--- src/rtl/cs_bank_decoder.sv ---
module cs_bank_decoder #(
  parameter int NBANK   = 12,
  parameter int TAG_LSB = 15,
  parameter int BW      = (NBANK > 1) ? $clog2(NBANK) : 1
) (
  input  logic             clk,
  input  logic             rst_n,
  input  logic             cfg_we,
  input  logic             cfg_sel,
  input  logic [BW-1:0]    cfg_bank,
  input  logic [31:0]      cfg_wdata,
  output logic [31:0]      cfg_rdata,
  input  logic             acc_valid,
  input  logic             acc_write,
  input  logic [31:0]      acc_addr,
  output logic [NBANK-1:0] cs,
  output logic             hit,
  output logic [2:0]       mem_type,
  output logic [1:0]       port_size,
  output logic [1:0]       ecc_mode,
  output logic             wp_fault
);

  localparam logic [31:0] TAG_M     = ~((32'd1 << TAG_LSB) - 32'd1);
  localparam logic [31:0] ATTR_M    = 32'h0000_1FE1;
  localparam logic [31:0] BASE_KEEP = TAG_M | ATTR_M;

  logic [31:0] base_q [NBANK];
  logic [31:0] mask_q [NBANK];
  logic [NBANK-1:0] raw;
  logic [NBANK-1:0] win;
  logic [7:0] attr;
  logic in_range;

  assign in_range = int'(cfg_bank) < NBANK;

  always_ff @(posedge clk or negedge rst_n) begin
    if (!rst_n) begin
      for (int i = 0; i < NBANK; i++) begin
        base_q[i] <= '0;
        mask_q[i] <= '0;
      end
    end else if (cfg_we && in_range) begin
      if (cfg_sel) mask_q[cfg_bank] <= cfg_wdata & TAG_M;
      else         base_q[cfg_bank] <= cfg_wdata & BASE_KEEP;
    end
  end

  assign cfg_rdata = !in_range ? '0 : (cfg_sel ? mask_q[cfg_bank] : base_q[cfg_bank]);

  for (genvar g = 0; g < NBANK; g++) begin : g_bank
    assign raw[g] = acc_valid && base_q[g][0] &&
                    (((acc_addr ^ base_q[g]) & mask_q[g] & TAG_M) == 32'd0);
  end

  always_comb begin
    win  = '0;
    attr = '0;
    for (int i = NBANK - 1; i >= 0; i--) begin
      if (raw[i]) begin
        win     = '0;
        win[i]  = 1'b1;
        attr    = base_q[i][12:5];
      end
    end
  end

  assign hit       = |raw;
  assign wp_fault  = hit && acc_write && attr[3];
  assign cs        = wp_fault ? '0 : win;
  assign mem_type  = attr[2:0];
  assign ecc_mode  = attr[5:4];
  assign port_size = attr[7:6];

endmodule

--- config.mk ---
export PLATFORM = sky130hd
export DESIGN_NAME = cs_bank_decoder
export DESIGN_NICKNAME = d
export VERILOG_FILES = /design/src/rtl/cs_bank_decoder.sv
export SDC_FILE = /design/constraint.sdc
export NUM_CORES = 1
export LEC_CHECK = 0
export BUFFER_PORTS_ARGS = -buffer_cell sky130_fd_sc_hd__buf_4
export CAP_MARGIN = 5
export CORE_MARGIN = 2
export CORE_UTILIZATION = 60
export CTS_CLUSTER_SIZE = 24
export DETAILED_ROUTE_END_ITERATION = 16
export PLACE_DENSITY_LB_ADDON = 0.05
export SETUP_SLACK_MARGIN = 0.02
export SLEW_MARGIN = 10
export SYNTH_ARGS = -nofsm -noshare
export SYNTH_HDL_FRONTEND = slang
export SYNTH_SLANG_ARGS = --single-unit
--- constraint.sdc ---
create_clock -name clk -period 5.4 [get_ports clk]
set_input_delay 0.27 -clock clk [delete_from_list [all_inputs] [get_ports clk]]
set_output_delay 0.27 -clock clk [all_outputs]
set_load 0.02 [all_outputs]
==> results.yml, run 1 <==
drt:
  firstDrtPassIters: 5
  wl_per_cell_um: 30.5
  drc: 0
  ant_nets: 0
  vias: 19000
  drt_iter0_drc: 2168
  routed_wirelength_mm: 85.6
  vias_per_cell: 6.79
floorplan:
  design.core.area_um2: 45500
  dieHeight_um: 219
  start_util: 0.609
  num_rows: 78
  die_area_um2: 47900
  pin_count: 127
  die_w_um: 219
clocking:
  post-cts-setup-buffer-count: 0
  cts_tree: "done"
  cts_max_level: 2
  cts_buffers: 56
  clockBufferDepth: 3
  clockRootBuffer: "clkbuf_16"
  clk_pin_slew_worst_paths_ns: 0.06
  clk-insertion-delay-late_ns: 0.61
  cts_sinks: 516
placement:
  pre_cts_ws_ns: 1.41
  dpl_cell_area_um2: 28900
  io_buffers: 99
  gp_congestion: 0.951
  hpwl_mm: 58.9
sta:
  slew-limit-headroom: 0.153
  rsz0062_at_grt: "false"
  finClkSkew_ns: 0
  worst_pin_slew_ns: 1.24
  max_freq_mhz: 219
  finalCritPeriodShare: 0.846
  slew_viol_final: 0
  fin_setup_tns_ns: 0
  setup_viol: 0
  layout_setup_ws_ns: 0.832
  final_hold_viol_count: 0
  period_needed_ns: 4.57
setup_path:
  critical_path_class: "flop to output pin"
  arrival_ns: 4.30
  setup.worst_path.start_class: "flop"
  required_ns: 5.13
  end_kind: "output pin"
  crit_path_max_fanout: 12
finish:
  nets: 2234
  syn_to_final_growth_pct: 11.0
  drive_gt1_frac: 0.411
  postLayoutCellArea_um2: 30800
  seq_area_um2: 12900
  multi_input_area_um2: 14100
  n_fill_cell: 3371
synthesis:
  synth-async-reset-ratio: 1.00
  avgSynthCellArea_um2: 13.1
  synthCells: 2118
  ys_seq_area_frac: 0.466
  synth_seq_cells: 516
  ys.flop_type: "dfrtp_1"
  syn_area_um2: 27700
  ys_types: 58
  synth_warnings: 0
  synth_edf_count: 0
job:
  max-cap-violations: 0
grt:
  grt_util_all_layers: 0.365
  grt_max_degree: 152
  grt.overflow.total: 0
  grt_pass1_vias: 19400
  grt_pass1_wl_mm: 127
  antenna_found_initial: 0
run_status:
  status: "completed"
pwr:
  p_leak_nw: 13.9
  p_per_area_nw_per_um2: 387
  ir_drop_mv: 0.305
hold_path:
  holdCritPathClass: "input port to flop"
[cell families after synthesis]
family	Yosys count	share of synthesized area
simple gates	305	0.0533
compound gates	223	0.0558
buf+inv	176	0.0284
mux	693	0.332
flops	516	0.466
other cells	1	0.000135
xor+xnor	204	0.0645
[through the flow]
stage	power, mW	hold slack (ns)	std cells	utilization
CTS	11.9	0.000161	2801	0.676
finish	11.9	0.0260	2802	0.676
global route	12.3	0.0356	2801	0.676
floorplan	7.04	-0.0256	2123	-
detailed placement	8.09	0.258	2695	0.635
global placement	7.98	0.257	2695	0.635
[final timing paths]
check | startpoint | to | slack, ns | cells past startpoint
max in group asynchronous | rst_n | base_q[327] | 3.85 | 3
min in group asynchronous | rst_n | base_q[187] | 0.20 | 2
worst min register to register | base_q[360] | base_q[360] | 0.52 | 1
worst max register to register | mask_q[349] | mask_q[349] | 4.52 | 1
worst max-delay path | base_q[52] | cs[6] | 0.83 | 9
worst min-delay path | cfg_wdata[8] | base_q[200] | 0.03 | 2
[sequential cells by signal, indices dropped and copies added (netlist names)]
register  cells
base_q      312
mask_q      204
[per-layer routing]
metal	global-route usage	wire (µm)	vias up	share of wire
met5	0	0	-	0
met4	0.147	3550	0	0.041
met3	0.0667	7850	180	0.092
met2	0.553	39100	934	0.46
met1	0.525	35000	10000	0.41
li1	-	-	7904	-
[cell usage after synthesis, types with 2 or more instances]
cell type / instances / area share
or2b_1: 2 / 0.00054
dfrtp_1: 516 / 0.47
inv_1: 7 / 0.00095
buf_4: 16 / 0.0043
mux2_2: 516 / 0.21
nand3b_1: 5 / 0.0014
mux4_2: 129 / 0.10
nor2b_1: 6 / 0.0014
nor4_1: 8 / 0.0018
a211o_1: 3 / 0.00095
nor3b_1: 2 / 0.00054
a21o_1: 7 / 0.0019
nor2_1: 72 / 0.0098
a31o_2: 3 / 0.00095
buf_2: 4 / 0.00072
a2111o_1: 2 / 0.00081
a221o_1: 4 / 0.0014
or2_2: 2 / 0.00045
a21boi_1: 2 / 0.00054
a31oi_1: 7 / 0.0016
nor3_2: 3 / 0.0011
nand2_1: 116 / 0.016
nand3_1: 26 / 0.0047
and2_1: 2 / 0.00045
xor2_1: 204 / 0.064
a211oi_1: 18 / 0.0049
nor3_1: 9 / 0.0016
a22oi_1: 84 / 0.023
nand2b_1: 9 / 0.0020
nand4_1: 27 / 0.0061
or3_1: 6 / 0.0014
o311ai_0: 2 / 0.00063
o21ai_0: 6 / 0.0011
clkbuf_1: 113 / 0.015
nor4_4: 2 / 0.0015
a21oi_1: 69 / 0.012
buf_1: 28 / 0.0038
a221oi_1: 5 / 0.0016
mux2i_1: 47 / 0.017
buf_6: 8 / 0.0033
and3_1: 2 / 0.00045
nor4_2: 3 / 0.0014
[worst max-delay path: stages, from the launching register on]
cell and delay (ns):
dfrtp_1 0.41, xor2_1 0.16, a22oi_1 0.34, nand2_1 0.12, nor4_2 1.02, nand2_1 0.11, a311o_1 0.42, a311oi_2 0.72
a211oi_1 0.18, buf_4 0.20
[report_power, final]
group | total (mW) | switching [mW] | internal, mW
Combinational | 2.78 | 1.40 | 1.39
Sequential | 5.31 | 0.679 | 4.63
Clock | 3.81 | 1.60 | 2.21
[cell usage in the layout, fill, tap and decap left out, types with 26 or more instances in the layout]
| cell | synthesis | final |
|---|---|---|
| nor2_1 | 72 | 66 |
| xor2_1 | 204 | 204 |
| mux4_2 | 129 | 129 |
| a22oi_1 | 84 | 84 |
| clkbuf_16 | 0 | 57 |
| nand4_1 | 27 | 27 |
| a21oi_1 | 69 | 69 |
| nand3_1 | 26 | 26 |
| dfrtp_1 | 516 | 516 |
| nand2_1 | 116 | 116 |
| mux2i_1 | 47 | 47 |
| mux2_2 | 516 | 516 |
| buf_4 | 16 | 136 |
[final cells by class]
| type | count | share of cell area |
|---|---|---|
| Multi-Input combinational cell | 1431 | 0.458 |
| Sequential cell | 516 | 0.420 |
| Clock buffer | 83 | 0.0541 |
| Timing Repair Buffer | 148 | 0.0381 |
| Tap cell | 600 | 0.0244 |
| Clock inverter | 16 | 0.00443 |
| Inverter | 7 | 0.000854 |
| Antenna cell | 1 | 0.0000813 |
[repair_timing]
action | in CTS | in global routing
endpoints found under the hold margin | 110 | 0
gates resized for setup | 0 | 0
hold buffers | 7 | 0
Power figures use the tool's default switching activity.
==> run 2, diff against run 1 <==
- CORE_UTILIZATION: 60 -> 56
- clock period: 5.4 -> 3.7 ns (I/O delays scaled with it)
==> run 2 against run 1 <==
Net effect: clock skew did not move; the flow now finishes with violations (negative setup slack); die area rose by 7.0%; sequential share of layout area fell by 1.2 points; sequential power grew 46%.
==> results.yml, run 2 (synthesis gave the netlist of run 1 again) <==
clocking:
  cts_sinks: 516
  clk_pin_slew_worst_paths_ns: 0.06
  cts_max_level: 2
  cts_tree: "done"
  clockRootBuffer: "clkbuf_16"
  clockBufferDepth: 3
  clk-insertion-delay-late_ns: 0.62
  cts_buffers: 57
pwr:
  p_per_area_nw_per_um2: 565
  p_leak_nw: 14.2
  totalPowerFinal_mw: 17.9
  ir_drop_mv: 0.440
finish:
  mostFrequentLayoutCells: "516 x mux2_2, 516 x dfrtp_1, 202 x xor2_1, 166 x buf_4, 129 x mux4_2"
  nets: 2281
  syn_to_final_growth_pct: 14.1
  largest_reg_flops: 312
  finish.utilization: 0.648
  fin_cells: 2915
  antenna_cells: 0
  top_register: "base_q"
  reg_top3: "base_q x312, mask_q x204"
  postLayoutCellArea_um2: 31600
  drive_gt1_frac: 0.436
drt:
  routed_wirelength_mm: 88.0
  vias: 19100
  firstDrtPassIters: 5
  vias_per_cell: 6.55
  drc: 0
  ant_nets: 0
  wl_per_cell_um: 30.2
  drt_iter0_drc: 1813
sta:
  max_freq_mhz: 266
  period_needed_ns: 3.75
  slew-limit-headroom: 0.442
  slew_viol_final: 0
  layout_setup_ws_ns: -0.0547
  final_hold_viol_count: 0
  rsz0062_at_grt: "true"
  finalCritPeriodShare: 1.01
  finClkSkew_ns: 0
  setup_viol: 2
  worst_pin_slew_ns: 0.838
setup_path:
  arrival_ns: 3.57
  setup.worst_path.start_class: "flop"
  end_kind: "output pin"
  crit_path_max_fanout: 8
  critical_path_class: "flop to output pin"
  required_ns: 3.51
floorplan:
  die_area_um2: 51300
  design.core.area_um2: 48800
  start_util: 0.567
  num_rows: 81
  dieHeight_um: 226
  pin_count: 127
  die_w_um: 226
placement:
  pre_cts_ws_ns: 0.220
  dpl_cell_area_um2: 29200
  io_buffers: 99
  gp_congestion: 0.935
  hpwl_mm: 60.3
  dpl.cell_count: 2784
grt:
  grt.overflow.total: 0
  grt_pass1_wl_mm: 130
  grt_util_all_layers: 0.352
  grt_pass1_vias: 19200
  antenna_found_initial: 1
  grt_max_degree: 117
run_status:
  status: "finished with violations"
  violations: "negative setup slack"
job:
  max-cap-violations: 0
hold_path:
  holdCritPathClass: "input port to flop"
==> run 2: cell count changes in the layout (fill, tap and decap cells not counted), moves of 4 or more <==
| cell | change |
|---|---|
| buf_4 | +30 |
| buf_6 | +5 |
| a21oi_1 | -4 |
| a22oi_2 | +14 |
| nor4_4 | +4 |
| a21oi_2 | +4 |
| nor4_2 | -4 |
| buf_12 | +8 |
| a22oi_1 | -14 |
==> run 2: repair_timing <==
action | 4_1_cts | 5_1_grt
hold endpoints to repair | 180 | 0
setup buffers | 12 | 6
endpoints found under the setup margin | 20 | 19
resized for setup | 21 | 29
pin swaps | 12 | 21
hold buffers | 10 | 0
==> run 2: path summary, 6_finish.rpt <==
kind | endpoint | slack (ns) | cells after the start | start
max | cs[9] | -0.05 | 10 | base_q[277]
min | base_q[157] | 0.04 | 2 | cfg_wdata[29]
max reg2reg | base_q[277] | 2.69 | 3 | base_q[277]
min reg2reg | base_q[171] | 0.52 | 1 | base_q[171]
max in group asynchronous | base_q[125] | 2.47 | 3 | rst_n
min in group asynchronous | base_q[263] | 0.13 | 2 | rst_n
==> run 2: cell type report <==
| cell class | instances | area (µm²) |
|---|---|---|
| Tap cell | 664 | 831 |
| Fill cell | 3840 | 17200 |
| Inverter | 7 | 26.3 |
| Multi-Input combinational cell | 1431 | 14300 |
| Clock buffer | 82 | 1640 |
| Timing Repair Buffer | 194 | 1640 |
| Clock inverter | 21 | 246 |
| Sequential cell | 516 | 12900 |
==> run 2: routing by layer <==
metal / up-vias / GRT usage / part of all wire
li1: 7999 / - / -
met1: 10200 / 0.484 / 0.41
met2: 752 / 0.554 / 0.47
met3: 177 / 0.0727 / 0.074
met4: 0 / 0.132 / 0.042
met5: - / 0 / 0
==> run 2: metrics by stage <==
step	TNS (ns)	hold slack (ns)
detailed placement	0	0.215
CTS	-0.0313	0.0113
global placement	0	0.207
finish	-0.0898	0.0394
global route	-0.640	0.0395
floorplan	0	-0.111
==> run 2: worst max-delay path, cell delays in order, from the launching register on <==
cell	delay [ns]
dfrtp_1	0.39
xor2_1	0.16
a22oi_2	0.32
nand4_1	0.26
or4_1	0.57
mux2_4	0.30
o221ai_4	0.21
a311oi_2	0.06
buf_6	0.16
a2111oi_4	0.31
buf_4	0.20
==> run 2: power breakdown <==
group,switching [mW],internal (mW),leakage [nW],total (mW)
combinational,2.18,2.13,6.70,4.31
clock,2.39,3.41,0.931,5.80
sequential,1.01,6.75,6.60,7.76
==> run 3, diff against run 2 <==
- CORE_UTILIZATION: 56 -> 60
- clock period: 3.7 -> 4.7 ns (I/O delays scaled with it)
==> run 3 against run 2 <==
Net effect: the flow now finishes without violations; final cell count is 3.8% lower; utilization increased by 3.1 points; via count fell by 0.71%; die area is 6.5% lower; worst setup slack better by 0.52 ns; first-iteration DRC count grew 14%; hold slack improved by 0.057 ns; clock skew unchanged; critical endpoint is now cs[10].
==> results.yml, run 3 (synthesis gave the netlist of run 1 again) <==
sta:
  slew-limit-headroom: 0.182
  setup_viol: 0
  rsz0062_at_grt: "false"
  final_hold_viol_count: 0
  finClkSkew_ns: 0
  worst_pin_slew_ns: 1.23
  max_freq_mhz: 236
  period_needed_ns: 4.24
  finalCritPeriodShare: 0.901
  slew_viol_final: 0
  fin_setup_tns_ns: 0
clocking:
  cts.repair.resized: 0
  clockRootBuffer: "clkbuf_16"
  clk_pin_slew_worst_paths_ns: 0.06
  cts_tree: "done"
  clk-insertion-delay-late_ns: 0.60
  cts_max_level: 2
  cts_sinks: 516
  clockBufferDepth: 3
  cts_buffers: 55
setup_path:
  r2r_start: "mask_q[349]"
  worstPathCellList: "xor2_1 > a22oi_1 > nand2_1 > nor4_2 > buf_4 > nor4_2 > buf_4 > and3_1 > a311oi_2 > a21oi_1 > buf_4"
  crit_path_max_fanout: 14
  critical_path_class: "flop to output pin"
  reg2reg_depth: 1
  required_ns: 4.47
  arrival_ns: 4.00
  critPathMaxStageDelay_ns: 0.70
  end_kind: "output pin"
  r2r-end: "mask_q[349]"
  r2r_setup_slack_ns: 3.83
  slowest_stage: "a311oi_2"
  cp_common_cell: "buf_4"
  cp_num_buf_inv: 3
  setup.worst_path.start_class: "flop"
  crit_family: "compound AO/OA/AOI/OAI gates"
run_status:
  status: "completed"
hold_path:
  hold_start: "cfg_wdata[29]"
  holdCritPathClass: "input port to flop"
  holdPathEnd: "base_q[349]"
  hold_depth: 2
finish:
  seq_area_um2: 12900
  antenna_cells: 0
  multi_input_area_um2: 14100
  nets: 2237
  drive_gt1_frac: 0.411
  mostFrequentLayoutCells: "516 x mux2_2, 516 x dfrtp_1, 204 x xor2_1, 135 x buf_4, 129 x mux4_2"
  reg_top3: "base_q x312, mask_q x204"
  largest_reg_flops: 312
  n_fill_cell: 3406
  top_register: "base_q"
  syn_to_final_growth_pct: 11.3
floorplan:
  die_w_um: 219
  dieHeight_um: 219
  design.core.area_um2: 45500
  num_rows: 78
  start_util: 0.609
  die_area_um2: 47900
  pin_count: 127
grt:
  grt_max_degree: 130
  grt_pass1_vias: 19000
  grt_util_all_layers: 0.364
  grt_pass1_wl_mm: 126
  grt.overflow.total: 0
  antenna_found_initial: 1
placement:
  gp_congestion: 0.932
  io_buffers: 99
  hpwl_mm: 58.4
drt:
  routed_wirelength_mm: 85.1
  top_layer: "met4"
  drt_iter0_drc: 2066
  dr_wl_met3_mm: 7.48
  wl_per_cell_um: 30.3
  wl_met2_mm: 38.5
  drc: 0
  firstDrtPassIters: 5
  wl_met1_mm: 35.0
  vias: 19000
  ant_nets: 0
  vias_per_cell: 6.76
pwr:
  ir_drop_mv: 0.305
  pwr-share-comb: 0.233
  p_leak_nw: 13.9
  pwr-share-seq: 0.445
  p_int_mw: 9.49
  p_clk_frac: 0.323
  switchingPower_mw: 4.22
  p_per_area_nw_per_um2: 444
  totalPowerFinal_mw: 13.7
  switching_share: 0.308
job:
  max-cap-violations: 0
-- run 3: cell count changes in the layout (fill, tap and decap cells not counted), sizes merged --
cell,previous run,this run
bufinv,5,3
clkinv,12,6
clkbuf,82,83
buf,184,142
clkinvlp,2,5
-- run 3: worst max-delay path by stage --
| stage | start | cells after the start | slack [ns] | to |
|---|---|---|---|---|
| after floorplan | acc_addr[21] | 9 | 1.93 | cs[9] |
| after global placement | acc_addr[27] | 12 | 1.19 | cs[6] |
| after detailed placement | acc_addr[27] | 12 | 1.12 | cs[6] |
| after CTS | base_q[347] | 11 | 0.54 | cs[6] |
| after global routing | base_q[347] | 11 | 0.38 | cs[6] |
| final | base_q[347] | 11 | 0.46 | cs[10] |
-- run 3: layer usage --
metal	track usage	up-vias
met1	0.519	9943
met4	0.163	0
met3	0.0771	204
li1	-	7932
met2	0.541	881
met5	0	-
-- run 3: final cells by class --
type,instances,share of cell area
multi-input combinational,1431,0.457
tap,600,0.0243
timing repair buffer,152,0.0400
clock buffer,83,0.0535
clock inverter,16,0.00576
inverter,7,0.000852
sequential,516,0.419
-- run 3: metrics by stage --
step / util / cells / instance area (µm²) / hold WS [ns] / setup WS [ns]
3_3_place_gp: 0.636 / 2696 / 28900 / 0.360 / 1.19
6_report: 0.678 / 2805 / 30900 / 0.0967 / 0.465
3_5_place_dp: 0.636 / 2696 / 28900 / 0.365 / 1.12
4_1_cts: 0.678 / 2805 / 30900 / 0.0669 / 0.544
5_1_grt: 0.678 / 2805 / 30900 / 0.116 / 0.378
2_1_floorplan: - / 2123 / 27700 / -0.0606 / 1.93
-- run 3: power groups by stage --
| stage | Combinational, mW | Clock (mW) | Sequential [mW] |
|---|---|---|---|
| 6_report | 3.19 | 4.42 | 6.09 |
| 5_1_grt | 3.40 | 4.65 | 6.20 |
| 4_1_cts | 3.17 | 4.46 | 6.08 |
| 3_5_place_dp | 3.14 | 0 | 6.15 |
| 3_3_place_gp | 3.08 | 0 | 6.09 |
| 2_1_floorplan | 2.22 | 0 | 5.88 |
-- run 3: repair_timing --
item	4_1_cts	5_1_grt
endpoints found under the hold margin	208	0
setup buffers	0	0
hold buffers	10	0
